$ cat src/rtl/wfu_pkg.sv
package wfu_pkg;
    // next-address source, listed from lowest to highest priority
    typedef enum logic [1:0] {
        NXT_SEQ    = 2'd0,
        NXT_BRANCH = 2'd1,
        NXT_JUMP   = 2'd2,
        NXT_RESET  = 2'd3
    } nxt_sel_e;
endpackage

$ cat src/rtl/wfu_select.sv
module wfu_select
    import wfu_pkg::*;
(
    input  logic     rst,
    input  logic     jump_sel,
    input  logic     br_sel,
    input  logic     eq_flag,
    output nxt_sel_e sel
);
    // fixed priority: reset, jump, taken branch, sequential
    always_comb begin
        if (rst)
            sel = NXT_RESET;
        else if (jump_sel)
            sel = NXT_JUMP;
        else if (br_sel && eq_flag)
            sel = NXT_BRANCH;
        else
            sel = NXT_SEQ;
    end
endmodule

$ cat src/rtl/wfu_next_addr.sv
module wfu_next_addr
    import wfu_pkg::*;
#(
    parameter int PC_W  = 30,
    parameter int IMM_W = 16,
    parameter int TGT_W = 26,
    parameter logic [PC_W-1:0] RESET_PC = '0
) (
    input  logic [PC_W-1:0]  pc,
    input  logic [TGT_W-1:0] field,
    input  nxt_sel_e         sel,
    output logic [PC_W-1:0]  next_pc
);
    localparam int HI_W  = PC_W - TGT_W;
    localparam int EXT_W = PC_W - IMM_W;

    logic [PC_W-1:0] seq_pc;
    logic [PC_W-1:0] br_pc;
    logic [PC_W-1:0] jmp_pc;
    logic [PC_W-1:0] offset;

    // word offset, sign-extended; no shift needed on a word counter
    assign offset = {{EXT_W{field[IMM_W-1]}}, field[IMM_W-1:0]};

    // both adders run every cycle
    assign seq_pc = pc + PC_W'(1);
    assign br_pc  = seq_pc + offset;

    generate
        if (HI_W > 0) begin : g_region
            assign jmp_pc = {pc[PC_W-1 -: HI_W], field};
        end else begin : g_flat
            assign jmp_pc = field[PC_W-1:0];
        end
    endgenerate

    always_comb begin
        unique case (sel)
            NXT_RESET:  next_pc = RESET_PC;
            NXT_JUMP:   next_pc = jmp_pc;
            NXT_BRANCH: next_pc = br_pc;
            default:    next_pc = seq_pc;
        endcase
    end
endmodule

$ cat src/rtl/wfu_pc_reg.sv
module wfu_pc_reg #(
    parameter int PC_W = 30
) (
    input  logic            clk,
    input  logic [PC_W-1:0] next_pc,
    output logic [PC_W-1:0] pc
);
    // reset value arrives through next_pc, so one edge-triggered load suffices
    always_ff @(posedge clk) begin
        pc <= next_pc;
    end
endmodule

$ cat src/rtl/word_fetch_unit.sv
module word_fetch_unit
    import wfu_pkg::*;
#(
    parameter int ADDR_W = 32,
    parameter int INSTR_W = 32,
    parameter int IMM_W = 16,
    parameter int TGT_W = 26,
    parameter logic [ADDR_W-1:0] RESET_VEC = '0
) (
    input  logic               clk,
    input  logic               rst,
    input  logic [INSTR_W-1:0] imem_data,
    input  logic               br_sel,
    input  logic               eq_flag,
    input  logic               jump_sel,
    output logic [ADDR_W-1:0]  imem_addr,
    output logic [INSTR_W-1:0] instr_out
);
    localparam int PC_W = ADDR_W - 2;
    localparam logic [PC_W-1:0] RESET_PC = RESET_VEC[ADDR_W-1:2];

    nxt_sel_e        sel;
    logic [PC_W-1:0] pc;
    logic [PC_W-1:0] next_pc;

    wfu_select u_select (
        .rst      (rst),
        .jump_sel (jump_sel),
        .br_sel   (br_sel),
        .eq_flag  (eq_flag),
        .sel      (sel)
    );

    wfu_next_addr #(
        .PC_W     (PC_W),
        .IMM_W    (IMM_W),
        .TGT_W    (TGT_W),
        .RESET_PC (RESET_PC)
    ) u_next (
        .pc      (pc),
        .field   (imem_data[TGT_W-1:0]),
        .sel     (sel),
        .next_pc (next_pc)
    );

    wfu_pc_reg #(
        .PC_W (PC_W)
    ) u_pc (
        .clk     (clk),
        .next_pc (next_pc),
        .pc      (pc)
    );

    assign imem_addr = {pc, 2'b00};
    assign instr_out = imem_data;
endmodule

$ cat config.mk
export PLATFORM = sky130hd
export DESIGN_NAME = word_fetch_unit
export DESIGN_NICKNAME = d
export VERILOG_FILES = /design/src/rtl/wfu_pkg.sv /design/src/rtl/wfu_select.sv /design/src/rtl/wfu_next_addr.sv /design/src/rtl/wfu_pc_reg.sv /design/src/rtl/word_fetch_unit.sv
export SDC_FILE = /design/constraint.sdc
export NUM_CORES = 1
export LEC_CHECK = 0
export ABC_AREA = 0
export BUFFER_PORTS_ARGS = -buffer_cell sky130_fd_sc_hd__buf_2
export CAP_MARGIN = 15
export CORE_MARGIN = 2
export CORE_UTILIZATION = 54
export DETAILED_ROUTE_END_ITERATION = 10
export PLACE_DENSITY = 0.88
export SLEW_MARGIN = 15
export SYNTH_ARGS = -nofsm -noshare
export SYNTH_HDL_FRONTEND = slang
export SYNTH_SLANG_ARGS = --single-unit
export TNS_END_PERCENT = 10
$ cat constraint.sdc
create_clock -name clk -period 4 [get_ports clk]
set_input_delay 0.8 -clock clk [delete_from_list [all_inputs] [get_ports clk]]
set_output_delay 0.8 -clock clk [all_outputs]
set_load 0.02 [all_outputs]
==> key figures, run 1 <==
CTS
  • Skew-Pair Late Insertion Delay: 0.30 ns
  • Maximum level of the CTS H-tree: 2
  • CTS Buffer Depth: 2
  • Clock buffers created by TritonCTS: 5
  • Resize count post-CTS: 0
  • Number of sinks driven by the clock tree: 30
  • Clk slew on worst S/H paths: about 0.070 ns
  • Hold Buf Count CTS: 0
  • CTS tree: done
  • Number of setup buffers added after CTS: 0
  • Clock root buffer: sky130_fd_sc_hd__clkbuf_8

Setup path
  • Worst Setup End Kind: flip-flop
  • WP data required: around 4.0 ns
  • Max FO, Critical Path: 6
  • Startpoint of the worst register-to-register path: u_pc.pc[2]
  • Buf/Inv on CP: 0
  • Series of cell instances along the critical path: and3_1 > nand3_2 > nor2_2 > xor2_1 > ha_1 > a21o_1 > a21o_1 > a21o_1 > a2111oi_4 > a21o_1 > o21ai_2 > a221oi_2 > nor3_1 > a221o_1
  • Critical path startpoint category: flip-flop
  • Critical path start-end classification: reg -> reg
  • Critical-path cell with the highest stage delay: sky130_fd_sc_hd__dfxtp_1
  • R2r endpoint: u_pc.pc[26]
  • R2R cell count: 14
  • WP data arrival: around 3.9 ns
  • Largest stage delay on the critical path: 0.42 ns
  • Crit path max-delay family: compound AO/OA/AOI/OAI gates
  • Most repeated library cell on the critical path: sky130_fd_sc_hd__a21o_1
  • FF-to-FF setup slack: 0.14 ns

Synth
  • Yosys top cell by area: sky130_fd_sc_hd__dfxtp_1
  • Yosys synthesis warning count: 0
  • Sequential area share after synthesis: between 15 and 20%
  • Fraction of synthesized cell area taken by the top area cell type: 14.6%
  • Yosys reg bits: 30
  • Flip-flop cell with the highest count after synthesis: sky130_fd_sc_hd__dfxtp_1
  • Synth async-reset ratio: 0%
  • Post-synth EDFFs: 4
  • Synthesized area: 0.00356 mm2
  • Gate count of the mapped netlist: between 400 and 500
  • Dominant cells by area after synthesis: sky130_fd_sc_hd__dfxtp_1 15%, sky130_fd_sc_hd__ha_1 12%, sky130_fd_sc_hd__xnor2_1 8.9%
  • Library cells used by synthesis: 61
  • Average footprint of a synthesized cell: 7.61 um2

Route
  • Total number of vias: 3736
  • Met2 routed WL: 4850 um
  • Wire length after detailed routing: roughly 10000 um
  • Final routed DRC violation total: 0
  • DR vias/cell: 6.21
  • Detail Route Antenna Nets: 0
  • Number of design-rule violations left by the first detailed-router iteration: 299
  • Top layer used by detailed routing: met4
  • Post-DR wirelength/cell: 17.4 um
  • Total length of routed met3 wires: 981 um
  • Metal1 wirelength: 4350 um
  • Detailed-router iteration count before antenna repair: 5

STA
  • Slew HR: 24.8%
  • Setup repair after global routing missed its margin: false
  • Pin slew with the least headroom to its limit: roughly 1.1 ns
  • Number of pins with negative max-slew slack in the final report: 0
  • Hold Vio Cnt, Final: 0
  • Final-layout setup total negative slack: 0 ns
  • Final hold slack: 0.658 ns
  • Number of endpoints failing setup at the final stage: 0
  • Final period util: 96.6%
  • Final min period: a little under 4 ns
  • Maximum clock rate: 0.259 GHz
  • Setup Skew: 0.00825 ns

Hold path
  • Worst hold start: u_pc.pc[4]
  • Hold worst-path end: u_pc.pc[4]
  • Hold depth: 3
  • Path type of the worst min-delay path: reg -> reg

GRT
  • Total GRT Usage: 28.5%
  • Number of global-route vias before repair: 3604
  • Initial antenna violation count: 0
  • Largest net degree at the start of global routing: 21
  • Total congestion overflow: 0
  • Global-route wire length before repair: between 15000 and 20000 um

Finish
  • Final core utilization: between 60% and 70%
  • Register name with the most flops: u_pc.pc
  • Nets: 595
  • Largest regs: u_pc.pc x30
  • N_diodes: 0
  • Most common library cell in the layout ignoring fill and taps: sky130_fd_sc_hd__buf_2
  • Flip-flop count of the largest register after layout: 30
  • Commonest cells after routing, fill and taps aside: 86 x sky130_fd_sc_hd__buf_2, 48 x sky130_fd_sc_hd__nand2_1, 36 x sky130_fd_sc_hd__xnor2_1
  • Final standard cell count with taps included and fillers excluded: 602
  • Layout overhead on the synthesized area: 11.4%
  • Fraction of final layout cells sized beyond drive strength 1: 23.2%

Power
  • Total Power: 0.00117 W
  • Worst vdd ir: 192 uV
  • Static Leak: 1.88 nW
  • Power per cell area: approximately 290 mW/mm2

Placement
  • Cell total after placement: between 500 and 600
  • Buffers on Ports: 86
  • RePlAce Congestion: 1.08
  • HPWL after DPL: 7910 um

Floorplan
  • Initial Util: 56.1%
  • DIE HEIGHT: 85.2 um
  • Floorplan row count: 29
  • Placeable core region: 0.00635 mm2
  • I/O pin cnt: 101
  • Width of the chip: 85.2 um
  • Overall die area: between 0.007 and 0.008 mm2

Status
  • Result of the run: completed

Job
  • Maximum capacitance violations: 0
[per-stage QoR]
step                area, um2  setup slack (ns)
floorplan                3570             0.461
global placement         3860             0.411
detailed placement       3860             0.257
CTS                      3960             0.202
global route             3970            0.0317
finish                   3970             0.135
[worst min-delay path, stage by stage, from the launching register on]
cell	delay, ns
sky130_fd_sc_hd__dfxtp_1	0.38
sky130_fd_sc_hd__xnor2_1	0.11
sky130_fd_sc_hd__nand2_1	0.06
sky130_fd_sc_hd__a311oi_1	0.07
[routing by layer]
layer  vias up  track usage, %
met5         -               0
met4         0            10.7
met1      1731            36.5
met3        35            5.45
li1       1771               -
met2       199            47.7
[synthesized netlist by cell type (all sizes together) (4+ instances only)]
cell type / instances
o21ai: 27
nor3: 8
and3: 8
nor4: 4
nand4: 8
a21o: 20
edfxtp: 4
dfxtp: 26
inv: 16
nor2: 36
o211ai: 7
xor2: 14
a221o: 7
xnor2: 36
clkbuf: 13
buf: 38
ha: 33
nand3: 20
nand2: 48
a211oi: 5
o21bai: 6
and2: 5
a21oi: 37
a31oi: 5
[power by group]
group	internal, W	total, W	switching, W
registers	0.000331	0.000359	0.0000275
clock network	0.000139	0.000270	0.000131
logic	0.000214	0.000541	0.000327
total	0.000684	0.00117	0.000486
[worst max path at each step]
stage / start / slack [ns] / cells past startpoint / to
after floorplan: u_pc.pc[2] / 0.46 / 14 / u_pc.pc[26]
after global placement: imem_data[0] / 0.41 / 13 / u_pc.pc[28]
after detailed placement: u_pc.pc[2] / 0.26 / 15 / u_pc.pc[28]
after CTS: u_pc.pc[2] / 0.20 / 15 / u_pc.pc[28]
after global routing: u_pc.pc[1] / 0.03 / 17 / u_pc.pc[29]
final: u_pc.pc[2] / 0.14 / 14 / u_pc.pc[26]
[layout make-up]
| cell class | count | area (um2) |
|---|---|---|
| clock buffer | 7 | 86.3 |
| clock inverter | 1 | 5.00 |
| fill | 575 | 2380 |
| inverter | 16 | 60.1 |
| multi-input combinational | 372 | 2550 |
| sequential | 30 | 641 |
| tap | 77 | 96.3 |
| timing repair buffer | 99 | 528 |
[cell families after synthesis]
group | after synthesis | share of synthesized area [%]
AO/OA/AOI/OAI | 139 | 27.3
XOR/XNOR | 50 | 12.3
adder cells (fa/ha/maj) | 34 | 12.2
buffers and inverters | 67 | 10.9
flip-flops | 30 | 18.0
other | 1 | 0.105
AND/OR/NAND/NOR | 147 | 19.3
(Power assumes the default switching activity.)
==> run 2, diff against run 1 <==
--- a/config.mk
+++ b/config.mk
@@ -9,10 +9,10 @@
 export BUFFER_PORTS_ARGS = -buffer_cell sky130_fd_sc_hd__buf_2
 export CAP_MARGIN = 15
 export CORE_MARGIN = 2
-export CORE_UTILIZATION = 54
+export CORE_UTILIZATION = 55
+export CTS_BUF_LIST = sky130_fd_sc_hd__clkbuf_8
 export DETAILED_ROUTE_END_ITERATION = 10
-export PLACE_DENSITY = 0.88
-export SLEW_MARGIN = 15
+export PLACE_DENSITY = 0.9
 export SYNTH_ARGS = -nofsm -noshare
 export SYNTH_HDL_FRONTEND = slang
 export SYNTH_SLANG_ARGS = --single-unit
==> run 2 against run 1 <==
Maximum frequency rose by 0.14%. Critical endpoint unchanged. First-iteration DRC count fell by 20%. Largest power group unchanged. Register-to-register slack barely moved.
==> key figures, run 2 (synthesis results as in run 1) <==
CTS
  • Clk slew on worst S/H paths: 0.07 ns (about the same)
  • Number of sinks driven by the clock tree: 30 (unchanged)
  • Clock root buffer: sky130_fd_sc_hd__clkbuf_8 (unchanged)
  • Maximum level of the CTS H-tree: 2 (unchanged)
  • CTS tree: done (unchanged)
  • Skew-Pair Late Insertion Delay: 0.29 ns (was 0.30 ns)
  • CTS Buffer Depth: 2 (unchanged)
  • Clock buffers created by TritonCTS: 5 (unchanged)

Finish
  • Filler Cells Inserted: 568 (was 575)
  • Register name with the most flops: u_pc.pc (unchanged)
  • Flip-flop count of the largest register after layout: 30 (unchanged)
  • Largest regs: u_pc.pc x30 (unchanged)
  • Nets: 591 (was 595)
  • N_diodes: 0 (unchanged)
  • Layout overhead on the synthesized area: 10.7% (was 11.4%)
  • Most common library cell in the layout ignoring fill and taps: sky130_fd_sc_hd__buf_2 (unchanged)
  • Final standard cell count with taps included and fillers excluded: 598 (was 602)
  • Commonest cells after routing, fill and taps aside: 86 x sky130_fd_sc_hd__buf_2, 48 x sky130_fd_sc_hd__nand2_1, 35 x sky130_fd_sc_hd__xnor2_1, 35 x sky130_fd_sc_hd__nor2_1, 34 x sky130_fd_sc_hd__a21oi_1 (was 86 x sky130_fd_sc_hd__buf_2, 48 x sky130_fd_sc_hd__nand2_1, 36 x sky130_fd_sc_hd__xnor2_1)
  • Fraction of final layout cells sized beyond drive strength 1: 23.0% (was 23.2%)

STA
  • Maximum clock rate: 0.259 GHz (about the same)
  • Number of pins with negative max-slew slack in the final report: 0 (unchanged)
  • Hold Vio Cnt, Final: 0 (unchanged)
  • Pin slew with the least headroom to its limit: 0.708 ns (was 1.12 ns)
  • Final hold slack: 0.666 ns (was 0.658 ns)
  • Setup repair after global routing missed its margin: true (was false)
  • Slew HR: 52.7% (was 24.8%)
  • Setup Skew: 0.00510 ns (was 0.00825 ns)
  • Number of endpoints failing setup at the final stage: 0 (unchanged)
  • Final-layout setup total negative slack: 0 ns (unchanged)
  • Final min period: 3.86 ns (about the same)
  • Post-layout worst setup margin: 0.140 ns (was 0.135 ns)
  • Final period util: 96.5% (was 96.6%)

GRT
  • Initial antenna violation count: 0 (unchanged)
  • Total congestion overflow: 0 (unchanged)
  • Number of global-route vias before repair: 3489 (was 3604)
  • Global-route wire length before repair: 16600 um (was 16800 um)
  • Total GRT Usage: 28.3% (was 28.5%)
  • Largest net degree at the start of global routing: 21 (unchanged)

Route
  • Number of design-rule violations left by the first detailed-router iteration: 239 (was 299)
  • Post-DR wirelength/cell: 17.0 um (was 17.4 um)
  • Detailed-router iteration count before antenna repair: 5 (unchanged)
  • Detail Route Antenna Nets: 0 (unchanged)
  • DR vias/cell: 6.11 (was 6.21)
  • Final routed DRC violation total: 0 (unchanged)
  • Total number of vias: 3656 (was 3736)
  • Wire length after detailed routing: 10200 um (was 10500 um)

Hold path
  • Worst hold start: u_pc.pc[4] (unchanged)
  • Path type of the worst min-delay path: reg -> reg (unchanged)

Setup path
  • Most repeated library cell on the critical path: sky130_fd_sc_hd__a21o_1 (unchanged)
  • Max FO, Critical Path: 6 (unchanged)
  • Worst Setup End Kind: flip-flop (unchanged)
  • Largest stage delay on the critical path: 0.41 ns (was 0.42 ns)
  • Critical-path cell with the highest stage delay: sky130_fd_sc_hd__dfxtp_1 (unchanged)
  • Series of cell instances along the critical path: and3_1 > nand3_2 > nor2_2 > xor2_1 > ha_1 > a21o_1 > a21o_1 > a21o_1 > a2111oi_4 > a21o_1 > o21ai_2 > a221oi_2 > nor3_1 > a221o_1 (unchanged)
  • WP data required: 4.04 ns (about the same)
  • Startpoint of the worst register-to-register path: u_pc.pc[2] (unchanged)
  • Critical path startpoint category: flip-flop (unchanged)
  • Launching element of the worst setup path: u_pc.pc[2] (unchanged)
  • WP data arrival: 3.90 ns (was 3.91 ns)
  • Critical path start-end classification: reg -> reg (unchanged)

Placement
  • Buffers on Ports: 86 (unchanged)
  • Post-place setup slack: 0.103 ns (was 0.257 ns)
  • Cell total after placement: 590 (was 594)
  • RePlAce Congestion: 0.958 (was 1.08)
  • HPWL after DPL: 7720 um (was 7910 um)

Power
  • Total Power: 0.00114 W (was 0.00117 W)
  • Worst vdd ir: 229 uV (was 192 uV)
  • Power per cell area: 290 mW/mm2 (was 295 mW/mm2)
  • Static Leak: 1.86 nW (was 1.88 nW)

Job
  • Maximum capacitance violations: 0 (unchanged)

Floorplan
  • DIE HEIGHT: 84.5 um (was 85.2 um)
  • I/O pin cnt: 101 (unchanged)
  • Floorplan row count: 29 (unchanged)
  • Initial Util: 56.4% (was 56.1%)
  • Overall die area: 0.00714 mm2 (was 0.00726 mm2)
  • Placeable core region: 0.00631 mm2 (was 0.00635 mm2)
  • Width of the chip: 84.5 um (was 85.2 um)

Status
  • Result of the run: completed (unchanged)
-- run 2: final cells by class --
type | count | area (um2) | area share (%)
repair buffers | 95 | 498 | 12.6
inverters | 16 | 60.1 | 1.52
clock buffers | 5 | 68.8 | 1.75
well taps | 77 | 96.3 | 2.44
flip-flops and latches | 30 | 641 | 16.2
clock inverters | 3 | 12.5 | 0.317
multi-input cells | 372 | 2570 | 65.1
-- run 2: worst paths after layout --
check                endpoint  cells after the start  slack [ns]
setup reg to reg  u_pc.pc[26]                     14        0.14
setup / recovery  u_pc.pc[26]                     14        0.14
hold / removal     u_pc.pc[4]                      3        0.67
hold reg to reg    u_pc.pc[4]                      3        0.67
-- run 2: power breakdown --
part           switching [W]  internal (W)
combinational       0.000320      0.000212
clock               0.000134      0.000117
sequential         0.0000302      0.000331
-- run 2: metrics by stage --
step / util, % / cell area [um2]
floorplan: - / 3570
global placement: 60.7 / 3830
detailed placement: 60.7 / 3830
CTS: 62.0 / 3920
global route: 62.4 / 3940
finish: 62.4 / 3940
-- run 2: worst max-delay path: cells and delay by family, from the launching register on --
family                   cells  cell delay [ns]
flip-flops                   1             0.41
AO/OA/AOI/OAI                8             1.98
XOR/XNOR                     1             0.21
AND/OR/NAND/NOR              4             0.69
adder cells (fa/ha/maj)      1             0.33
-- run 2: repair_timing --
| item | CTS | global route |
|---|---|---|
| resized for setup | 0 | 7 |
| hold endpoints to repair | 0 | 0 |
| hold buffers | 0 | 0 |
| buffers inserted | 0 | 0 |
| setup endpoints to repair | 0 | 5 |
-- run 2: metal layers --
layer / up-vias / part of all wire (%) / GRT usage, %
li1: 1759 / - / -
met1: 1677 / 43 / 39.2
met2: 202 / 46 / 46.2
met3: 18 / 9.6 / 4.82
met4: 0 / 1.2 / 6.78
met5: - / 0 / 0
